[src/rtl/cfg_i2c_pkg.sv]
// Package: register offsets, identity values and frame-engine states.
// Assumes an 8-bit register address space with one data byte per access.
package cfg_i2c_pkg;
    localparam logic [7:0] REG_ID0   = 8'h00;
    localparam logic [7:0] REG_ID1   = 8'h01;
    localparam logic [7:0] REG_ENA   = 8'h04;
    localparam logic [7:0] REG_SKIP  = 8'h05;
    localparam logic [7:0] REG_POL   = 8'h06;
    localparam logic [7:0] REG_OFS   = 8'h07;
    localparam logic [7:0] REG_CM    = 8'h08;
    localparam logic [7:0] REG_TMO   = 8'h0F;
    localparam logic [7:0] BUS_BASE  = 8'h10;
    localparam logic [7:0] SHN_BASE  = 8'h20;
    localparam logic [7:0] REG_LOCK  = 8'h24;

    localparam logic [7:0] ID0_VAL   = 8'h4F;
    localparam logic [7:0] ID1_VAL   = 8'h2D;
    localparam logic [7:0] ENA_RST   = 8'h0F;
    localparam logic [7:0] ENA_MASK  = 8'hBF;
    localparam logic [3:0] CM_RST    = 4'h7;

    typedef enum logic [2:0] {
        FS_IDLE,
        FS_ADDR,
        FS_REG,
        FS_WDATA,
        FS_ACK,
        FS_RDATA,
        FS_MACK,
        FS_DONE
    } frame_state_t;
endpackage

[src/rtl/cfg_pin_filter.sv]
// Synchronizes one bus line into the clock domain and passes a new level
// only after two consecutive synchronized samples agree.
// Assumes the bus idles high, so every stage resets to 1.
module cfg_pin_filter (
    input  logic clk,
    input  logic rst_n,
    input  logic pin_i,
    output logic level_o
);
    logic [1:0] sync_q;
    logic       hist_q;

    // Two-flop synchronizer, one-sample history, agreement filter.
    always_ff @(posedge clk) begin
        if (!rst_n) begin
            sync_q  <= 2'b11;
            hist_q  <= 1'b1;
            level_o <= 1'b1;
        end else begin
            sync_q <= {sync_q[0], pin_i};
            hist_q <= sync_q[1];
            if (sync_q[1] == hist_q)
                level_o <= hist_q;
        end
    end
endmodule

[src/rtl/cfg_frame_engine.sv]
// Bit-level frame engine: finds START/STOP and SCL edges on the filtered
// lines, shifts bytes in and out, and drives acknowledge bits. One
// register byte and one data byte per transaction; later bytes are refused.
// Assumes SCL is never held low by this slave.
module cfg_frame_engine
    import cfg_i2c_pkg::*;
(
    input  logic       clk,
    input  logic       rst_n,
    input  logic       scl_f,
    input  logic       sda_f,
    input  logic [6:0] dev_addr,
    input  logic       lock_all,
    input  logic       lock_wr,
    input  logic [7:0] rd_data,
    output logic [7:0] reg_ptr,
    output logic       wr_en,
    output logic [7:0] wr_data,
    output logic       sda_oe
);
    frame_state_t state_q, next_q;
    logic         scl_q, sda_q;
    logic [3:0]   cnt_q;
    logic [7:0]   rx_q, tx_q;
    logic         start_ev, stop_ev, rise_ev, fall_ev;

    assign start_ev = scl_f & scl_q & sda_q & ~sda_f;
    assign stop_ev  = scl_f & scl_q & ~sda_q & sda_f;
    assign rise_ev  = ~scl_q & scl_f;
    assign fall_ev  = scl_q & ~scl_f;

    // Open-drain drive: acknowledge slots and zero bits of read data.
    assign sda_oe = (state_q == FS_ACK) | ((state_q == FS_RDATA) & ~tx_q[7]);

    // Frame sequencing, byte shifting and write strobe.
    always_ff @(posedge clk) begin
        if (!rst_n) begin
            state_q <= FS_IDLE;
            next_q  <= FS_IDLE;
            scl_q   <= 1'b1;
            sda_q   <= 1'b1;
            cnt_q   <= '0;
            rx_q    <= '0;
            tx_q    <= '0;
            reg_ptr <= '0;
            wr_en   <= 1'b0;
            wr_data <= '0;
        end else begin
            scl_q <= scl_f;
            sda_q <= sda_f;
            wr_en <= 1'b0;
            if (stop_ev) begin
                state_q <= FS_IDLE;
            end else if (start_ev) begin
                state_q <= lock_all ? FS_IDLE : FS_ADDR;
                cnt_q   <= '0;
            end else begin
                case (state_q)
                    FS_ADDR, FS_REG, FS_WDATA: begin
                        if (rise_ev && cnt_q < 4'd8) begin
                            rx_q  <= {rx_q[6:0], sda_f};
                            cnt_q <= cnt_q + 4'd1;
                        end else if (fall_ev && cnt_q == 4'd8) begin
                            cnt_q <= '0;
                            if (state_q == FS_ADDR) begin
                                if (rx_q[7:1] == dev_addr) begin
                                    state_q <= FS_ACK;
                                    if (rx_q[0]) begin
                                        next_q <= FS_RDATA;
                                        tx_q   <= rd_data;
                                    end else begin
                                        next_q <= FS_REG;
                                    end
                                end else begin
                                    state_q <= FS_IDLE;
                                end
                            end else if (state_q == FS_REG) begin
                                reg_ptr <= rx_q;
                                state_q <= FS_ACK;
                                next_q  <= FS_WDATA;
                            end else if (!lock_wr) begin
                                wr_en   <= 1'b1;
                                wr_data <= rx_q;
                                state_q <= FS_ACK;
                                next_q  <= FS_DONE;
                            end else begin
                                state_q <= FS_DONE;
                            end
                        end
                    end
                    FS_ACK: begin
                        if (fall_ev)
                            state_q <= next_q;
                    end
                    FS_RDATA: begin
                        if (rise_ev) begin
                            cnt_q <= cnt_q + 4'd1;
                        end else if (fall_ev) begin
                            if (cnt_q == 4'd8)
                                state_q <= FS_MACK;
                            else
                                tx_q <= {tx_q[6:0], 1'b1};
                        end
                    end
                    FS_MACK: begin
                        if (fall_ev)
                            state_q <= FS_DONE;
                    end
                    default: ;
                endcase
            end
        end
    end
endmodule

[src/rtl/cfg_reg_bank.sv]
// Register bank: identity values, staged sequence registers with active
// copies, immediate registers, per-channel gain codes and sticky locks.
// Assumes wr_en is a single-cycle strobe with address and data stable.
module cfg_reg_bank
    import cfg_i2c_pkg::*;
#(
    parameter int NCH = 4,
    parameter int GW  = 5
) (
    input  logic              clk,
    input  logic              rst_n,
    input  logic              wr_en,
    input  logic [7:0]        addr,
    input  logic [7:0]        wdata,
    input  logic              seq_commit,
    output logic [7:0]        rd_data,
    output logic              lock_wr,
    output logic              lock_all,
    output logic [7:0]        stg_chan,
    output logic [7:0]        act_chan,
    output logic [7:0]        act_skip,
    output logic              act_pol,
    output logic [1:0]        ofs_q,
    output logic [3:0]        cm_q,
    output logic              tmo_q,
    output logic [NCH*GW-1:0] bus_gain_flat,
    output logic [NCH*GW-1:0] shunt_gain_flat
);
    localparam int GLSB = 1;
    localparam int GMSB = GLSB + GW - 1;

    logic [7:0]    stg_skip;
    logic          stg_pol;
    logic [1:0]    lock_q;
    logic [GW-1:0] bg_q [NCH];
    logic [GW-1:0] sg_q [NCH];

    assign lock_all = lock_q[0];
    assign lock_wr  = lock_q[1];

    // Staged sequence registers and the immediate registers.
    always_ff @(posedge clk) begin
        if (!rst_n) begin
            stg_chan <= ENA_RST;
            stg_skip <= '0;
            stg_pol  <= 1'b0;
            ofs_q    <= '0;
            cm_q     <= CM_RST;
            tmo_q    <= 1'b0;
            lock_q   <= '0;
        end else if (wr_en) begin
            case (addr)
                REG_ENA:  stg_chan <= wdata & ENA_MASK;
                REG_SKIP: stg_skip <= wdata;
                REG_POL:  stg_pol  <= wdata[7];
                REG_OFS:  ofs_q    <= wdata[1:0];
                REG_CM:   cm_q     <= wdata[3:0];
                REG_TMO:  tmo_q    <= wdata[7];
                REG_LOCK: lock_q   <= lock_q | wdata[1:0];
                default: ;
            endcase
        end
    end

    // Active copies move only at a sequence boundary.
    always_ff @(posedge clk) begin
        if (!rst_n) begin
            act_chan <= ENA_RST;
            act_skip <= '0;
            act_pol  <= 1'b0;
        end else if (seq_commit) begin
            act_chan <= stg_chan;
            act_skip <= stg_skip;
            act_pol  <= stg_pol;
        end
    end

    // One bus-gain and one shunt-gain register per channel.
    for (genvar g = 0; g < NCH; g++) begin : g_gain
        always_ff @(posedge clk) begin
            if (!rst_n) begin
                bg_q[g] <= '0;
                sg_q[g] <= '0;
            end else if (wr_en) begin
                if (addr == BUS_BASE + 8'(g)) bg_q[g] <= wdata[GMSB:GLSB];
                if (addr == SHN_BASE + 8'(g)) sg_q[g] <= wdata[GMSB:GLSB];
            end
        end
        assign bus_gain_flat[g*GW +: GW]   = bg_q[g];
        assign shunt_gain_flat[g*GW +: GW] = sg_q[g];
    end

    // Read multiplexer; unmapped addresses and unused bits return zero.
    always_comb begin
        rd_data = '0;
        case (addr)
            REG_ID0:  rd_data = ID0_VAL;
            REG_ID1:  rd_data = ID1_VAL;
            REG_ENA:  rd_data = stg_chan;
            REG_SKIP: rd_data = stg_skip;
            REG_POL:  rd_data = {stg_pol, 7'b0};
            REG_OFS:  rd_data = {6'b0, ofs_q};
            REG_CM:   rd_data = {4'b0, cm_q};
            REG_TMO:  rd_data = {tmo_q, 7'b0};
            REG_LOCK: rd_data = {6'b0, lock_q};
            default: ;
        endcase
        for (int i = 0; i < NCH; i++) begin
            if (addr == BUS_BASE + 8'(i))
                rd_data = 8'({bg_q[i], 1'b0});
            if (addr == SHN_BASE + 8'(i))
                rd_data = 8'({sg_q[i], 1'b0});
        end
    end
endmodule

[src/rtl/cfg_i2c_slave.sv]
// Top level: line filters, frame engine and register bank. The bus
// address is a fixed base plus the strap value.
// Assumes the pad logic turns sda_oe into an open-drain pull-down.
module cfg_i2c_slave #(
    parameter int         NCH       = 4,
    parameter int         GW        = 5,
    parameter logic [6:0] ADDR_BASE = 7'h34
) (
    input  logic              clk,
    input  logic              rst_n,
    input  logic              scl_i,
    input  logic              sda_i,
    output logic              sda_oe,
    input  logic [1:0]        addr_strap,
    input  logic              seq_commit,
    output logic [7:0]        chan_en,
    output logic [3:0]        skip_start,
    output logic [3:0]        skip_end,
    output logic              alt_pol,
    output logic [1:0]        out_offset,
    output logic [3:0]        out_cm,
    output logic              timeout_off,
    output logic [NCH*GW-1:0] bus_gain_flat,
    output logic [NCH*GW-1:0] shunt_gain_flat
);
    logic       scl_f, sda_f;
    logic [6:0] dev_addr;
    logic [7:0] reg_ptr, wr_data, rd_data, chan_stg, skip_act;
    logic       wr_en, lock_wr, lock_all;

    assign dev_addr   = ADDR_BASE + 7'(addr_strap);
    assign skip_start = skip_act[7:4];
    assign skip_end   = skip_act[3:0];

    cfg_pin_filter u_scl (.clk(clk), .rst_n(rst_n), .pin_i(scl_i), .level_o(scl_f));
    cfg_pin_filter u_sda (.clk(clk), .rst_n(rst_n), .pin_i(sda_i), .level_o(sda_f));

    cfg_frame_engine u_eng (
        .clk(clk), .rst_n(rst_n), .scl_f(scl_f), .sda_f(sda_f),
        .dev_addr(dev_addr), .lock_all(lock_all), .lock_wr(lock_wr),
        .rd_data(rd_data), .reg_ptr(reg_ptr), .wr_en(wr_en),
        .wr_data(wr_data), .sda_oe(sda_oe)
    );

    cfg_reg_bank #(.NCH(NCH), .GW(GW)) u_regs (
        .clk(clk), .rst_n(rst_n), .wr_en(wr_en), .addr(reg_ptr),
        .wdata(wr_data), .seq_commit(seq_commit), .rd_data(rd_data),
        .lock_wr(lock_wr), .lock_all(lock_all), .stg_chan(chan_stg),
        .act_chan(chan_en), .act_skip(skip_act), .act_pol(alt_pol),
        .ofs_q(out_offset), .cm_q(out_cm), .tmo_q(timeout_off),
        .bus_gain_flat(bus_gain_flat), .shunt_gain_flat(shunt_gain_flat)
    );
endmodule

[config.mk]
export PLATFORM = sky130hd
export DESIGN_NAME = cfg_i2c_slave
export DESIGN_NICKNAME = d
export VERILOG_FILES = /design/src/rtl/cfg_i2c_pkg.sv /design/src/rtl/cfg_pin_filter.sv /design/src/rtl/cfg_frame_engine.sv /design/src/rtl/cfg_reg_bank.sv /design/src/rtl/cfg_i2c_slave.sv
export SDC_FILE = /design/constraint.sdc
export NUM_CORES = 1
export LEC_CHECK = 0
export BUFFER_PORTS_ARGS = -buffer_cell sky130_fd_sc_hd__buf_2
export CAP_MARGIN = 20
export CORE_MARGIN = 4
export CORE_UTILIZATION = 40
export DETAILED_ROUTE_END_ITERATION = 8
export RECOVER_POWER = 100
export SLEW_MARGIN = 5
export SYNTH_ARGS = -nofsm -noshare
export SYNTH_HDL_FRONTEND = slang
export SYNTH_SLANG_ARGS = --single-unit
[constraint.sdc]
create_clock -name clk -period 6.4 [get_ports clk]
set_input_delay 0 -clock clk [delete_from_list [all_inputs] [get_ports clk]]
set_output_delay 0 -clock clk [all_outputs]
set_load 0.005 [all_outputs]
Word-level counts from Yosys, hierarchy flattened
Memories as Yosys holds them, arrays and structs flattened.
Cells that the tools add are included.

storage, ports and cells
  register bits = 94
  word-level logic and storage cells = 215
  bits in writable memories = 40
  memories = 2
  latch bits = 0
  bits in read-only memories = 0

memories
  memory       depth  bits a word  rd ports  clocked after Yosys merged registers in  write ports  line                source
  u_regs.bg_q  4      5            4         0                                        4            cfg_reg_bank.sv:35  logic [GW-1:0] bg_q [NCH];
  u_regs.sg_q  4      5            4         0                                        4            cfg_reg_bank.sv:36  logic [GW-1:0] sg_q [NCH];

operators by class
  equality and inequality tests = 45
  div/mod/pow operators = 0
  shifts and indexed selects = 0
  bitwise gates (word level) = 32
  add/subtract/negate cells = 2
  magnitude comparators = 1
  multiplexer cells = 84
  reductions and logical operators = 23
  $mul = 0

operators by type and width
  operator            number
  $mux 8              16
  $pmux 8 s9          1
  $mux 3              16
  $eq 8x6->1 const B  5
  $mux 5              8
  $mux 1              35
  $eq 8x3->1 const B  4
  $eq 8x5->1 const B  4
  $eq 8x4->1 const B  2
  $mux 4              4
  $pmux 8 s2          1
  $reduce_and 8->1    2
  $ne 3x1->1 const B  5
  $not 1->1           14
  $reduce_and 2->1    7
  $reduce_and 7->1    2
  $pmux 3 s4          1
  $reduce_and 11->1   1
  $ne 2x1->1 const B  5
  $eq 3x3->1 const B  3
  $ne 3x2->1 const B  3
  $or 1x1->1          9
  $and 1x1->1         8
  $eq 8x1->1 const B  1
  23 further kinds    30

Longest topological paths before layout
  word-level depth = 16
  mapped depth = 9

Cells and area by module
From an unflattened synthesis, not the netlist that was laid out.

second synthesis, totals
  cells, all modules = 656
  area, all modules = 6478.7 um^2

modules (own cells, without submodules)
  module            area each (um^2)  cells each  times used
  cfg_reg_bank      3981.3            399         1
  cfg_frame_engine  2264.7            235         1
  cfg_pin_filter    112.6             10          2
  cfg_i2c_slave     7.5               2           1

Least setup slack after synthesis
Ideal clock, no wire load.

  path kind = register to register
  start = register u_eng.reg_ptr[1]
  end = memory u_regs.sg_q[1][0] (netlist: u_regs.sg_q[0][5]), enable pin
  cell stages (with the launch flop) = 5
  period minus slack after synthesis = 2.156 ns
  arrival = 1.782 ns
  setup slack = 4.244 ns
  cell sequence = dfxtp_1 -> or4b_2 -> clkbuf_1 -> clkbuf_1 -> o21ai_0

RTL lines
  what                      line                    source
  start: declaration        cfg_frame_engine.sv:16  output logic [7:0] reg_ptr,
  start signal: assignment  cfg_frame_engine.sv:78  reg_ptr <= rx_q;
  end: declaration          cfg_reg_bank.sv:36

==> flow_summary.yaml <==
clock_tree:
  cts.repair.resized: 0
  number_of_buffers_between_clock_root_and_the_deepest_sink: 2
  cts_tree: "built"
  worst_skew_pair.late_latency_ps: 410
  clk_root_buffer_cell: "clkbuf_16"
  cts_hold_repair_buffers: 2
  clkSinkCount: 134
  cts.htree.levels: 4
  clock_pin_slew_on_the_worst_setup_and_hold_paths_ps: 60
  post_cts_buffers: 0
  cts_inserted_buffers: 17
yosys:
  ys_top_cells_by_count: "dfxtp_1, nor2_1, mux2i_1"
  top_area_cell_type_share_of_the_netlist_area_pct: 30.1
  synth.cell_area_um2: 6250
  async_flop_share_pct: 0
  yosysMostFrequentCell: "dfxtp_1"
  synth-seq-area-share_pct: 49.3
  synth_cell_types: 68
  synth.avg_cell_area_um2: 9.64
  ys_ff_latch: 134
  synth.top_cells.by_area: "dfxtp_1, edfxtp_1, mux2i_1"
  syn_nets: 658
  synth_largest_area_cell: "dfxtp_1"
  edff_count_synth: 40
  postSynthCellCount: 649
  synth.yosys.warnings: 0
  synth_ff_type: "dfxtp_1"
detailed_routing:
  detail_route.vias_per_cell: 5.45
  dr.pass1.iters: 5
  detailroute.via_count: 5007
  route.antenna.remaining_nets: 0
  routed_wire_length_per_instance_um: 18.4
  dr_iter_0_viols: 423
  drc_violations: 0
  detail_route.wirelength_mm: 16.9
power:
  switching_share_pct: 20.3
  p_sw_w: 0.000381
  worst_ir_drop_vdd_mv: 0.174
  leakagePower_nw: 2.87
  p_comb_share_pct: 1.8
  p_clk_share_pct: 50.9
  total_power_w: 0.00188
  internal_power_w: 0.00150
  pwr-share-seq_pct: 47.3
  power.density_nw_per_um2: 260
setup_path:
  r2r_slack_ps: 3010
  cp_slowest_cell: "nor4b_1"
  critical_path_peak_fanout: 14
  critical_register_to_register_path_startpoint: "u_eng.reg_ptr[5]$_SDFFE_PN0P_"
  type_of_the_setup_path_with_the_least_slack: "flop to flop"
  cp_cell_sequence: "nor4b_1 > nand2_1 > o21ai_0"
  crit_family: "simple AND/OR/NAND/NOR gates"
  worst_ep_arrival_time_ps: 3420
  worstRegToRegCells: 3
  critical_path.startpoint_type: "flop"
  worst_r2r_endpoint: "u_regs.sg_q[1][5]$_SDFFCE_PN0P_"
  cp_slowest_stage_delay_ps: 1200
  critical_path_buf_inv_count: 0
  worst_setup_path_end_kind: "flop"
  crit_required_ps: 6440
  crit_cells: 3
grt:
  vias_in_the_first_global_route: 4909
  grt.total_usage_pct: 19.3
  wire_length_of_the_first_global_routing_pass_mm: 27.0
  maximum_number_of_pins_on_one_net_before_global_route_repair: 64
  antenna_found_initial: 0
  global_route.overflow_total: 0
floorplanning:
  die_height_um: 133
  ios: 72
  die_width_um: 133
  rows: 45
  fp.dieArea_um2: 17700
  core_area_um2: 15300
  starting_density_of_the_core_pct: 41.0
timing:
  report.final.hold_viol_count: 0
  final-setup-viol-count: 0
  rsz_0062_raised_after_global_routing: "no"
  fin_tns_setup_ps: 0
  fin_crit_period_ps: 3390
  worst-slew-pin-transition_ps: 1840
  worst_slew_margin_rel_pct: -22.4
  clock_skew_ps: 6.88
  max_clock_freq_ghz: 0.295
  timing.final.max_slew_violations: 93
  period_share_pct: 52.9
status:
  status: "finished, violations left"
  violated_checks: "max-capacitance violations, max-slew violations"
placement:
  detailed_place.area_um2: 6670
  port-buffer-count: 70
  gp_routability_congestion: 0.877
  dp_hpwl_mm: 11.6
layout:
  finish.net_count: 704
  layout.cell_area.non_filler_um2: 7230
  finalCoreUtilization_pct: 47.4
  post_route_cells_drive_above_1_share_pct: 12.3
  area.growth.synth_to_final_pct: 15.6
  nFillCells: 1478
  insertedDiodeCount: 0
worst_hold_path:
  timing.hold.worst_endpoint: "u_regs.act_chan[0]$_SDFFE_PN1P_"
  worst_hold_path_type: "primary input to flop"
  hold_path_cells: 3
  min_from: "seq_commit"
job:
  maxCapViolations: 3
## logic make-up after synthesis
group	count (synthesis)	share of synthesized area [%]
mux	73	11.8
xor+xnor	7	0.980
simple gates	266	22.2
buf+inv	56	3.78
other cells	1	0.0600
fa+ha+maj	2	0.400
compound gates	110	11.4
flops	134	49.3
## flip-flops by register name, summed over array words and instances (netlist names), 3 cells and up
register and flops:
u_eng.rx_q 8, u_regs.stg_skip 8, u_eng.next_q 3, u_regs.act_skip 8
u_regs.cm_q 4, u_eng.tx_q 8, u_eng.reg_ptr 8, u_regs.bg_q 20
u_eng.cnt_q 4, u_eng.state_q 3, u_regs.act_chan 7, u_eng.wr_data 8
u_regs.sg_q 20, u_regs.stg_chan 7
## per-stage QoR
step	cells	setup WS, ps	hold slack, ps
detailed placement	884	3570	185
global route	919	2720	123
floorplan	649	4240	101
finish	919	3010	101
CTS	918	3590	86.2
global placement	884	3690	182
## per-layer routing
metal / share of wire (%) / wire length, um / global-route usage, %
met1: 47 / 7880 / 25.8
met2: 47 / 7930 / 31.2
met3: 4.5 / 767 / 4.56
met4: 2.0 / 346 / 5.20
met5: 0 / 0 / 0
## final cells by class
cell class | instances | area, um^2 | area share [%]
flip-flops and latches | 134 | 3080 | 42.7
clock buffers | 25 | 522 | 7.22
repair buffers | 74 | 345 | 4.78
clock inverters | 7 | 66.3 | 0.918
inverters | 9 | 33.8 | 0.467
multi-input cells | 459 | 2910 | 40.3
well taps | 211 | 264 | 3.65
## placed cells by master (no fill, tap or decap), drive strengths merged, types with 5 or more instances in the layout
cell type	count
a21oi	25
nor3	16
mux2	6
nand4	5
a311oi	5
clkinv	5
dfxtp	94
nor2	93
o22ai	6
o21ai	33
clkbuf	55
and2	42
nand3	18
xnor2	5
nand2b	11
inv	9
nor2b	8
buf	42
nand2	42
a22oi	8
edfxtp	40
mux2i	67
## power groups by stage
stage | sequential, W | combinational, W | clock [W]
6_report | 0.000888 | 0.0000339 | 0.000955
5_1_grt | 0.000888 | 0.0000373 | 0.00101
4_1_cts | 0.000887 | 0.0000349 | 0.000970
3_5_place_dp | 0.000905 | 0.0000338 | 0
3_3_place_gp | 0.000905 | 0.0000331 | 0
2_1_floorplan | 0.000904 | 0.0000205 | 0
## worst max path at each step
| stage | startpoint | endpoint | slack, ps |
|---|---|---|---|
| finish | u_eng.reg_ptr[5]$_SDFFE_PN0P_ | u_regs.sg_q[1][5]$_SDFFCE_PN0P_ | 3010 |
| global route | u_eng.reg_ptr[5]$_SDFFE_PN0P_ | u_regs.sg_q[1][6]$_SDFFCE_PN0P_ | 2720 |
| CTS | u_eng.reg_ptr[5]$_SDFFE_PN0P_ | u_regs.sg_q[1][5]$_SDFFCE_PN0P_ | 3590 |
| detailed placement | u_eng.reg_ptr[5]$_SDFFE_PN0P_ | u_regs.sg_q[1][5]$_SDFFCE_PN0P_ | 3570 |
| global placement | u_eng.reg_ptr[0]$_SDFFE_PN0P_ | u_eng.tx_q[3]$_SDFFE_PN0P_ | 3690 |
| floorplan | u_eng.reg_ptr[1]$_SDFFE_PN0P_ | u_regs.sg_q[0][5]$_SDFFCE_PN0P_ | 4240 |
## worst register-to-register path: stages (launching register included)
cell and delay (ps):
dfxtp_1 650, nor4b_1 1200, nand2_1 450, o21ai_0 720
Power figures use the tool's default switching activity.
